<file path="src/rtl/pdc_pkg.sv">
package pdc_pkg;
  typedef enum logic [1:0] {
    ATTR_WB = 2'd0,
    ATTR_WT = 2'd1,
    ATTR_NC = 2'd2
  } pdc_attr_e;

  typedef enum logic [2:0] {
    ST_IDLE,
    ST_EVICT,
    ST_FILL,
    ST_NCRD,
    ST_NCDONE
  } pdc_state_e;
endpackage

</file>
<file path="src/rtl/pdc_tags.sv">
module pdc_tags #(
  parameter int LINES = 8,
  parameter int TAG_W = 11,
  parameter int IDX_W = 3
) (
  input  logic             clk_i,
  input  logic             rst_ni,
  input  logic [IDX_W-1:0] idx_i,
  input  logic [TAG_W-1:0] tag_i,
  input  logic             fill_i,
  input  logic             dirty_i,
  output logic             hit_o,
  output logic             vld_o,
  output logic             dirty_o,
  output logic [TAG_W-1:0] tag_o
);
  logic [LINES-1:0] vld_q, dirty_q;
  logic [TAG_W-1:0] tag_q [LINES];

  always_ff @(posedge clk_i or negedge rst_ni) begin
    if (!rst_ni) begin
      vld_q   <= '0;
      dirty_q <= '0;
    end else if (fill_i) begin
      vld_q[idx_i]   <= 1'b1;
      dirty_q[idx_i] <= 1'b0;
    end else if (dirty_i) begin
      dirty_q[idx_i] <= 1'b1;
    end
  end

  always_ff @(posedge clk_i) begin
    if (fill_i) tag_q[idx_i] <= tag_i;
  end

  assign vld_o   = vld_q[idx_i];
  assign dirty_o = dirty_q[idx_i];
  assign tag_o   = tag_q[idx_i];
  assign hit_o   = vld_o && (tag_o == tag_i);


  dirty_on_hit_chk: assert property (@(posedge clk_i) disable iff (!rst_ni)
    dirty_i |-> hit_o);

  fill_no_dirty_chk: assert property (@(posedge clk_i) disable iff (!rst_ni)
    fill_i |=> !dirty_o || !$stable(idx_i));
endmodule

</file>
<file path="src/rtl/pdc_data.sv">
module pdc_data #(
  parameter int LINES  = 8,
  parameter int WORDS  = 4,
  parameter int DATA_W = 32,
  parameter int IDX_W  = 3,
  parameter int OFF_W  = 2
) (
  input  logic              clk_i,
  input  logic              we_i,
  input  logic [IDX_W-1:0]  idx_i,
  input  logic [OFF_W-1:0]  wr_off_i,
  input  logic [DATA_W-1:0] wdata_i,
  input  logic [OFF_W-1:0]  rd_off_i,
  output logic [DATA_W-1:0] rdata_o
);
  localparam int ENTRIES = LINES * WORDS;
  logic [DATA_W-1:0] mem_q [ENTRIES];

  always_ff @(posedge clk_i) begin
    if (we_i) mem_q[{idx_i, wr_off_i}] <= wdata_i;
  end

  assign rdata_o = mem_q[{idx_i, rd_off_i}];
endmodule

</file>
<file path="src/rtl/pdc_wbuf.sv">
module pdc_wbuf #(
  parameter int DEPTH  = 4,
  parameter int ADDR_W = 16,
  parameter int DATA_W = 32
) (
  input  logic              clk_i,
  input  logic              rst_ni,
  input  logic              push_i,
  input  logic [ADDR_W-1:0] push_addr_i,
  input  logic [DATA_W-1:0] push_data_i,
  input  logic              pop_i,
  output logic              full_o,
  output logic              empty_o,
  output logic [ADDR_W-1:0] head_addr_o,
  output logic [DATA_W-1:0] head_data_o,
  input  logic [ADDR_W-1:0] look_addr_i,
  output logic              match_o
);
  localparam int PTR_W = $clog2(DEPTH);

  logic [ADDR_W-1:0] addr_q [DEPTH];
  logic [DATA_W-1:0] data_q [DEPTH];
  logic [DEPTH-1:0]  vld_q, hit_v;
  logic [PTR_W-1:0]  wr_q, rd_q;
  logic [PTR_W:0]    cnt_q;

  always_ff @(posedge clk_i or negedge rst_ni) begin
    if (!rst_ni) begin
      wr_q  <= '0;
      rd_q  <= '0;
      cnt_q <= '0;
      vld_q <= '0;
    end else begin
      if (push_i) begin
        wr_q        <= wr_q + PTR_W'(1);
        vld_q[wr_q] <= 1'b1;
      end
      if (pop_i) begin
        rd_q        <= rd_q + PTR_W'(1);
        vld_q[rd_q] <= 1'b0;
      end
      cnt_q <= cnt_q + (PTR_W+1)'(push_i) - (PTR_W+1)'(pop_i);
    end
  end

  always_ff @(posedge clk_i) begin
    if (push_i) begin
      addr_q[wr_q] <= push_addr_i;
      data_q[wr_q] <= push_data_i;
    end
  end

  for (genvar i = 0; i < DEPTH; i++) begin : g_look
    assign hit_v[i] = vld_q[i] && (addr_q[i] == look_addr_i);
  end

  assign match_o     = |hit_v;
  assign full_o      = (cnt_q == (PTR_W+1)'(DEPTH));
  assign empty_o     = (cnt_q == '0);
  assign head_addr_o = addr_q[rd_q];
  assign head_data_o = data_q[rd_q];


  no_overflow_chk: assert property (@(posedge clk_i) disable iff (!rst_ni)
    push_i |-> !full_o);

  no_underflow_chk: assert property (@(posedge clk_i) disable iff (!rst_ni)
    pop_i |-> !empty_o);
endmodule

</file>
<file path="src/rtl/policy_dcache.sv">
module policy_dcache
  import pdc_pkg::*;
#(
  parameter int ADDR_W   = 16,
  parameter int DATA_W   = 32,
  parameter int LINES    = 8,
  parameter int WORDS    = 4,
  parameter int WB_DEPTH = 4
) (
  input  logic              clk_i,
  input  logic              rst_ni,
  input  logic              req_valid_i,
  output logic              req_ready_o,
  input  logic              req_we_i,
  input  logic [1:0]        req_attr_i,
  input  logic [ADDR_W-1:0] req_addr_i,
  input  logic [DATA_W-1:0] req_wdata_i,
  output logic [DATA_W-1:0] req_rdata_o,
  output logic              mem_valid_o,
  input  logic              mem_ready_i,
  output logic              mem_we_o,
  output logic [ADDR_W-1:0] mem_addr_o,
  output logic [DATA_W-1:0] mem_wdata_o,
  input  logic [DATA_W-1:0] mem_rdata_i
);
  localparam int OFF_W = $clog2(WORDS);
  localparam int IDX_W = $clog2(LINES);
  localparam int TAG_W = ADDR_W - IDX_W - OFF_W;
  localparam logic [OFF_W-1:0] LAST = OFF_W'(WORDS - 1);

  pdc_state_e state_q, state_d;
  logic [OFF_W-1:0]  cnt_q, cnt_d;
  logic [DATA_W-1:0] ncd_q;

  logic [TAG_W-1:0] req_tag, line_tag;
  logic [IDX_W-1:0] req_idx;
  logic [OFF_W-1:0] req_off, rd_off, wr_off;
  logic is_nc, is_wt, hit, line_vld, line_dirty, fill_done, set_dirty;
  logic data_we;
  logic [DATA_W-1:0] data_wdata, data_rd;
  logic wb_push, wb_pop, wb_full, wb_empty, wb_match;
  logic [ADDR_W-1:0] wb_addr;
  logic [DATA_W-1:0] wb_data;
  logic own, c_valid, c_we;
  logic [ADDR_W-1:0] c_addr;

  assign req_tag = req_addr_i[ADDR_W-1 -: TAG_W];
  assign req_idx = req_addr_i[OFF_W +: IDX_W];
  assign req_off = req_addr_i[OFF_W-1:0];
  assign is_nc   = req_attr_i[1];
  assign is_wt   = (req_attr_i == ATTR_WT);

  pdc_tags #(.LINES(LINES), .TAG_W(TAG_W), .IDX_W(IDX_W)) u_tags (
    .clk_i, .rst_ni, .idx_i(req_idx), .tag_i(req_tag), .fill_i(fill_done),
    .dirty_i(set_dirty), .hit_o(hit), .vld_o(line_vld), .dirty_o(line_dirty),
    .tag_o(line_tag)
  );

  pdc_data #(.LINES(LINES), .WORDS(WORDS), .DATA_W(DATA_W), .IDX_W(IDX_W),
             .OFF_W(OFF_W)) u_data (
    .clk_i, .we_i(data_we), .idx_i(req_idx), .wr_off_i(wr_off),
    .wdata_i(data_wdata), .rd_off_i(rd_off), .rdata_o(data_rd)
  );

  pdc_wbuf #(.DEPTH(WB_DEPTH), .ADDR_W(ADDR_W), .DATA_W(DATA_W)) u_wbuf (
    .clk_i, .rst_ni, .push_i(wb_push), .push_addr_i(req_addr_i),
    .push_data_i(req_wdata_i), .pop_i(wb_pop), .full_o(wb_full),
    .empty_o(wb_empty), .head_addr_o(wb_addr), .head_data_o(wb_data),
    .look_addr_i(req_addr_i), .match_o(wb_match)
  );

  always_comb begin
    state_d     = state_q;
    cnt_d       = cnt_q;
    req_ready_o = 1'b0;
    req_rdata_o = data_rd;
    wb_push     = 1'b0;
    data_we     = 1'b0;
    data_wdata  = req_wdata_i;
    wr_off      = req_off;
    rd_off      = req_off;
    set_dirty   = 1'b0;
    fill_done   = 1'b0;
    c_valid     = 1'b0;
    c_we        = 1'b0;
    c_addr      = req_addr_i;
    unique case (state_q)
      ST_IDLE: if (req_valid_i) begin
        if (is_nc) begin
          if (req_we_i) begin
            if (!wb_full) begin req_ready_o = 1'b1; wb_push = 1'b1; end
          end else if (!wb_match && (wb_empty || mem_ready_i)) begin
            state_d = ST_NCRD;   // bypass only non-matching posted writes
          end
        end else if (hit) begin
          if (!req_we_i) begin
            req_ready_o = 1'b1;
          end else if (is_wt) begin
            if (!wb_full) begin
              req_ready_o = 1'b1; data_we = 1'b1; wb_push = 1'b1;
            end
          end else begin
            req_ready_o = 1'b1; data_we = 1'b1; set_dirty = 1'b1;
          end
        end else if (req_we_i && is_wt) begin
          if (!wb_full) begin req_ready_o = 1'b1; wb_push = 1'b1; end
        end else if (wb_empty) begin
          cnt_d   = '0;
          state_d = (line_vld && line_dirty) ? ST_EVICT : ST_FILL;
        end
      end
      ST_EVICT: begin
        rd_off  = cnt_q;
        c_valid = 1'b1;
        c_we    = 1'b1;
        c_addr  = {line_tag, req_idx, cnt_q};
        if (mem_ready_i) begin
          cnt_d = cnt_q + OFF_W'(1);
          if (cnt_q == LAST) state_d = ST_FILL;
        end
      end
      ST_FILL: begin
        c_valid = 1'b1;
        c_addr  = {req_tag, req_idx, cnt_q};
        if (mem_ready_i) begin
          data_we    = 1'b1;
          wr_off     = cnt_q;
          data_wdata = mem_rdata_i;
          cnt_d      = cnt_q + OFF_W'(1);
          if (cnt_q == LAST) begin
            fill_done = 1'b1;
            state_d   = ST_IDLE;   // request re-evaluates as a hit
          end
        end
      end
      ST_NCRD: begin
        c_valid = 1'b1;
        if (mem_ready_i) state_d = ST_NCDONE;
      end
      ST_NCDONE: begin
        req_ready_o = 1'b1;
        req_rdata_o = ncd_q;
        state_d     = ST_IDLE;
      end
      default: state_d = ST_IDLE;
    endcase
  end

  always_ff @(posedge clk_i or negedge rst_ni) begin
    if (!rst_ni) begin
      state_q <= ST_IDLE;
      cnt_q   <= '0;
      ncd_q   <= '0;
    end else begin
      state_q <= state_d;
      cnt_q   <= cnt_d;
      if (state_q == ST_NCRD && mem_ready_i) ncd_q <= mem_rdata_i;
    end
  end

  assign own         = (state_q == ST_EVICT) || (state_q == ST_FILL) || (state_q == ST_NCRD);
  assign mem_valid_o = own ? c_valid : !wb_empty;
  assign mem_we_o    = own ? c_we : 1'b1;
  assign mem_addr_o  = own ? c_addr : wb_addr;
  assign mem_wdata_o = own ? data_rd : wb_data;
  assign wb_pop      = !own && !wb_empty && mem_ready_i;


  mem_hold_chk: assert property (@(posedge clk_i) disable iff (!rst_ni)
    mem_valid_o && !mem_ready_i |=> mem_valid_o && $stable(mem_we_o)
      && $stable(mem_addr_o) && $stable(mem_wdata_o));

  load_hit_chk: assert property (@(posedge clk_i) disable iff (!rst_ni)
    req_valid_i && req_ready_o && !req_we_i && !is_nc && state_q == ST_IDLE |-> hit);

  seq_stall_chk: assert property (@(posedge clk_i) disable iff (!rst_ni)
    own |-> !req_ready_o);

  evict_dirty_chk: assert property (@(posedge clk_i) disable iff (!rst_ni)
    state_q == ST_EVICT |-> line_vld && line_dirty);

  nc_no_fill_chk: assert property (@(posedge clk_i) disable iff (!rst_ni)
    state_q == ST_FILL |-> !is_nc);

  wb_store_local_chk: assert property (@(posedge clk_i) disable iff (!rst_ni)
    set_dirty |-> !wb_push);
endmodule

</file>
<file path="config.mk">
export PLATFORM = sky130hd
export DESIGN_NAME = policy_dcache
export DESIGN_NICKNAME = d
export VERILOG_FILES = /design/src/rtl/pdc_pkg.sv /design/src/rtl/pdc_tags.sv /design/src/rtl/pdc_data.sv /design/src/rtl/pdc_wbuf.sv /design/src/rtl/policy_dcache.sv
export SDC_FILE = /design/constraint.sdc
export NUM_CORES = 2
export LEC_CHECK = 0
export BUFFER_PORTS_ARGS = -buffer_cell sky130_fd_sc_hd__buf_4
export CORE_MARGIN = 1.5
export CORE_UTILIZATION = 60
export CTS_CLUSTER_DIAMETER = 200
export CTS_CLUSTER_SIZE = 25
export DETAILED_ROUTE_END_ITERATION = 8
export PLACE_DENSITY = 0.79
export SLEW_MARGIN = 40
export SYNTH_ARGS = -nofsm -noshare
export SYNTH_HDL_FRONTEND = slang
export SYNTH_HIERARCHICAL = 1
export SYNTH_SLANG_ARGS = --single-unit
</file>
<file path="constraint.sdc">
create_clock -name clk_i -period 9.95 [get_ports clk_i]
set_input_delay 0.4975 -clock clk_i [delete_from_list [all_inputs] [get_ports clk_i]]
set_output_delay 0.4975 -clock clk_i [all_outputs]
set_load 0.05 [all_outputs]
</file>
==> flow_summary.toml <==
[grt]
grt_pass1_wl_um = 191000
grt_max_degree = 117
grt_pass1_vias = 28942
gr-usage-all-layers_pct = 27.9
grt_antenna_before_repair = 1
grt_overflow = 0

[final_layout]
final_util_pct = 66.7
drive_gt1_share_pct = 20.1
fin_nets = 3281
fillCellCount = 5714
areaGrowthSynthToFinish_pct = 9.62

[route]
first_iter_violations = 3741
drtPass1Iterations = 7
route.detailed.drc = 0
viasPerCell = 6.66
via_count = 29269
ant_nets = 0
wl_um = 131000
wl_per_cell_um = 29.7

[floorplanning]
std_cell_rows = 110
ios = 170
core-area_um2 = 90400
start_util_pct = 60.8
die_area_um2 = 93500
fp.dieH_um = 306
die_x_um = 306

[power]
clkPwrFrac_pct = 23.0
p_int_mw = 8.63
power.switching_mw = 3.51
pwr_density_cell_nw_per_um2 = 201
vdd_drop_max_v = 0.000168
p_seq_share_pct = 55.3
power.leakage_nw = 20.7
switching_share_pct = 28.9
comb_power_share_pct = 21.6

[worst_setup_path]
timing.critical_path.from_type = "register"
path_class = "reg -> out"
arrival_ps = 6130
cp_cell_sequence = "nor3b_4 -> mux2_8 -> buf_16 -> buf_4 -> buf_4 -> mux2i_1 -> o22ai_1 -> nor4_1 -> nand2_1 -> mux2_2 -> buf_4"
slowest_delay_ps = 800
cp_slowest_cell = "dfrtp_1"
cp_max_fo = 46
crit_path_end_kind = "output port"
critPathRequiredTime_ps = 9450
crit_top_cell = "buf_4"

[clock_tree]
cts_max_level = 2
cts_setup_buffers = 0
worstSkewPairLatency_ps = 710
ctsRootBufferMaster = "clkbuf_16"
clkTransAtPathRegs_ps = 100
clock-sinks = 1368
cts_buffer_depth = 3
cts_tree = "done"
cts_buffers = 60

[sta]
drv_slew = 0
maxSlewHeadroom_pct = 32.7
rsz0062_at_grt = "false"
final.period_utilization_pct = 66.6
clock_skew_ps = 83.0
finalSetupTns_ps = 0
max_freq_mhz = 151
setup_ws_ps = 3320
setup_viol = 0
worst_pin_slew_ps = 1000
fin_crit_ps = 6630
hold_viol = 0

[placed_design]
gp_congestion = 0.911
pre_cts_ws_ps = 2930
port_buffers = 169
hpwl_um = 80700

[synthesis]
synth-simple-area-share_pct = 2.98
yosysSeqAreaShare_pct = 74.1
synth-xor-area-share_pct = 1.30
synth_top_family_by_area = "multiplexers"
synthTopCellsByCount = "1304 x edfxtp_1, 538 x mux2i_1, 229 x o22ai_1, 144 x mux2_2, 124 x buf_2"
netlist.area_leader.share_pct = 71.2
synth-seq-cells = 1368
synth_edf_count = 1304
async_flop_share_pct = 4.68
synth_nets = 3107
syn_inst = 3008
yosysWarnings = 6
synth_adder_area_share_pct = 0.287
synth.most_common_cell = "edfxtp_1"
synth_mux_area_share_pct = 15.4
synth_flop_cell = "edfxtp_1"
synth-compound-area-share_pct = 4.00
netlist_area_um2 = 55000
yosys.area.top_type = "edfxtp_1"
synth_cell_types = 69
yosys-top-cells-area = "edfxtp_1 71%, mux2i_1 9.8%, mux2_2 2.9%"
syn_area_per_cell_um2 = 18.3

[job]
cap_violations = 0

[worst_hold_path]
hp-class = "in -> reg"

[status]
status = "completed"
cells in the final DEF (no fill, tap or decap), types with 51 or more instances in the layout:
cell type / synthesis / layout
buf_4: 11 / 229
clkbuf_16: 0 / 60
dfrtp_1: 64 / 62
edfxtp_1: 1304 / 1304
mux2_2: 144 / 144
mux2i_1: 538 / 538
mux4_2: 51 / 51
nand2_1: 72 / 72
nor4_1: 73 / 51
o22ai_1: 229 / 229
xnor2_1: 58 / 58
timing repair:
action	4_1_cts	5_1_grt
endpoints found under the hold margin	164	1
resized for setup	0	0
hold buffers	28	1
power groups by stage:
stage / Combinational [mW] / Clock, mW / Sequential (mW)
after detailed placement: 2.59 / 0 / 6.85
after floorplan: 1.83 / 0 / 6.75
after global routing: 2.74 / 3.03 / 6.74
final: 2.63 / 2.80 / 6.71
after global placement: 2.52 / 0 / 6.83
after CTS: 2.61 / 2.84 / 6.71
layout make-up:
cell class	instances	area [µm²]	share of cell area (%)
flip-flops and latches	1368	40800	67.6
clock inverters	4	85.1	0.141
well taps	1176	1470	2.44
diodes	2	5.00	0.00830
multi-input cells	1447	13600	22.6
inverters	13	48.8	0.0810
repair buffers	292	2640	4.38
clock buffers	93	1630	2.70
cell families (layout without fill, tap and decap cells):
| kind of cell | Yosys count | count (layout) |
|---|---|---|
| buffers and inverters | 193 | 402 |
| DFF | 1368 | 1368 |
| muxes | 747 | 747 |
| AOI/OAI and AO/OA | 316 | 316 |
| other | 0 | 2 |
| and+or+nand+nor | 292 | 292 |
| adders and majority gates | 12 | 12 |
| xor gates and xnor gates | 80 | 80 |
worst max-delay path: cells and delay by family (launching register included):
| kind | cells | cell delay [ps] |
|---|---|---|
| flops | 1 | 800 |
| simple gates | 3 | 1200 |
| buf+inv | 4 | 1830 |
| compound gates | 1 | 160 |
| mux | 3 | 1310 |
layer usage:
metal  vias up  track usage (%)  wire, µm
li1      12358                -         -
met1     15020             40.1     51100
met2      1678             44.5     62300
met3       213             4.52     13300
met4         0             8.39      4010
met5         -                0         0
path summary, 6_finish.rpt:
kind / cells past startpoint / slack, ps / startpoint / endpoint
max: 11 / 3320 / state_q[0] / mem_wdata_o[27]
min: 2 / 40 / mem_rdata_i[30] / ncd_q[30]
max reg2reg: 13 / 4890 / u_tags/tag_q[4][10] / u_data/mem_q[16][29]
min reg2reg: 1 / 470 / u_tags/vld_q[7] / u_tags/vld_q[7]
max in group asynchronous: 2 / 8990 / rst_ni / u_tags/vld_q[2]
min in group asynchronous: 2 / 380 / rst_ni / u_wbuf/vld_q[3]
state kept, by name, indices dropped and copies added, names as in the netlist, named ones only:
| name | cells |
|---|---|
| ncd_q | 32 |
| u_tags/vld_q | 8 |
| u_wbuf/vld_q | 4 |
| u_wbuf/cnt_q | 3 |
| state_q | 3 |
| u_wbuf/rd_q | 2 |
| u_wbuf/data_q | 128 |
| u_tags/tag_q | 88 |
| u_data/mem_q | 1024 |
| cnt_q | 2 |
| u_wbuf/addr_q | 64 |
| u_wbuf/wr_q | 2 |
metrics by stage:
| stage | cell area [µm²] | total power [mW] | cells | hold slack [ps] |
|---|---|---|---|---|
| after CTS | 60200 | 12.2 | 4389 | 0.562 |
| final | 60300 | 12.1 | 4395 | 35.2 |
| after floorplan | 55000 | 8.58 | 3008 | 202 |
| after global placement | 57600 | 9.35 | 4238 | 444 |
| after detailed placement | 58200 | 9.43 | 4264 | 452 |
| after global routing | 60300 | 12.5 | 4393 | 9.49 |
Note: power is estimated with default switching activity, not from simulation.
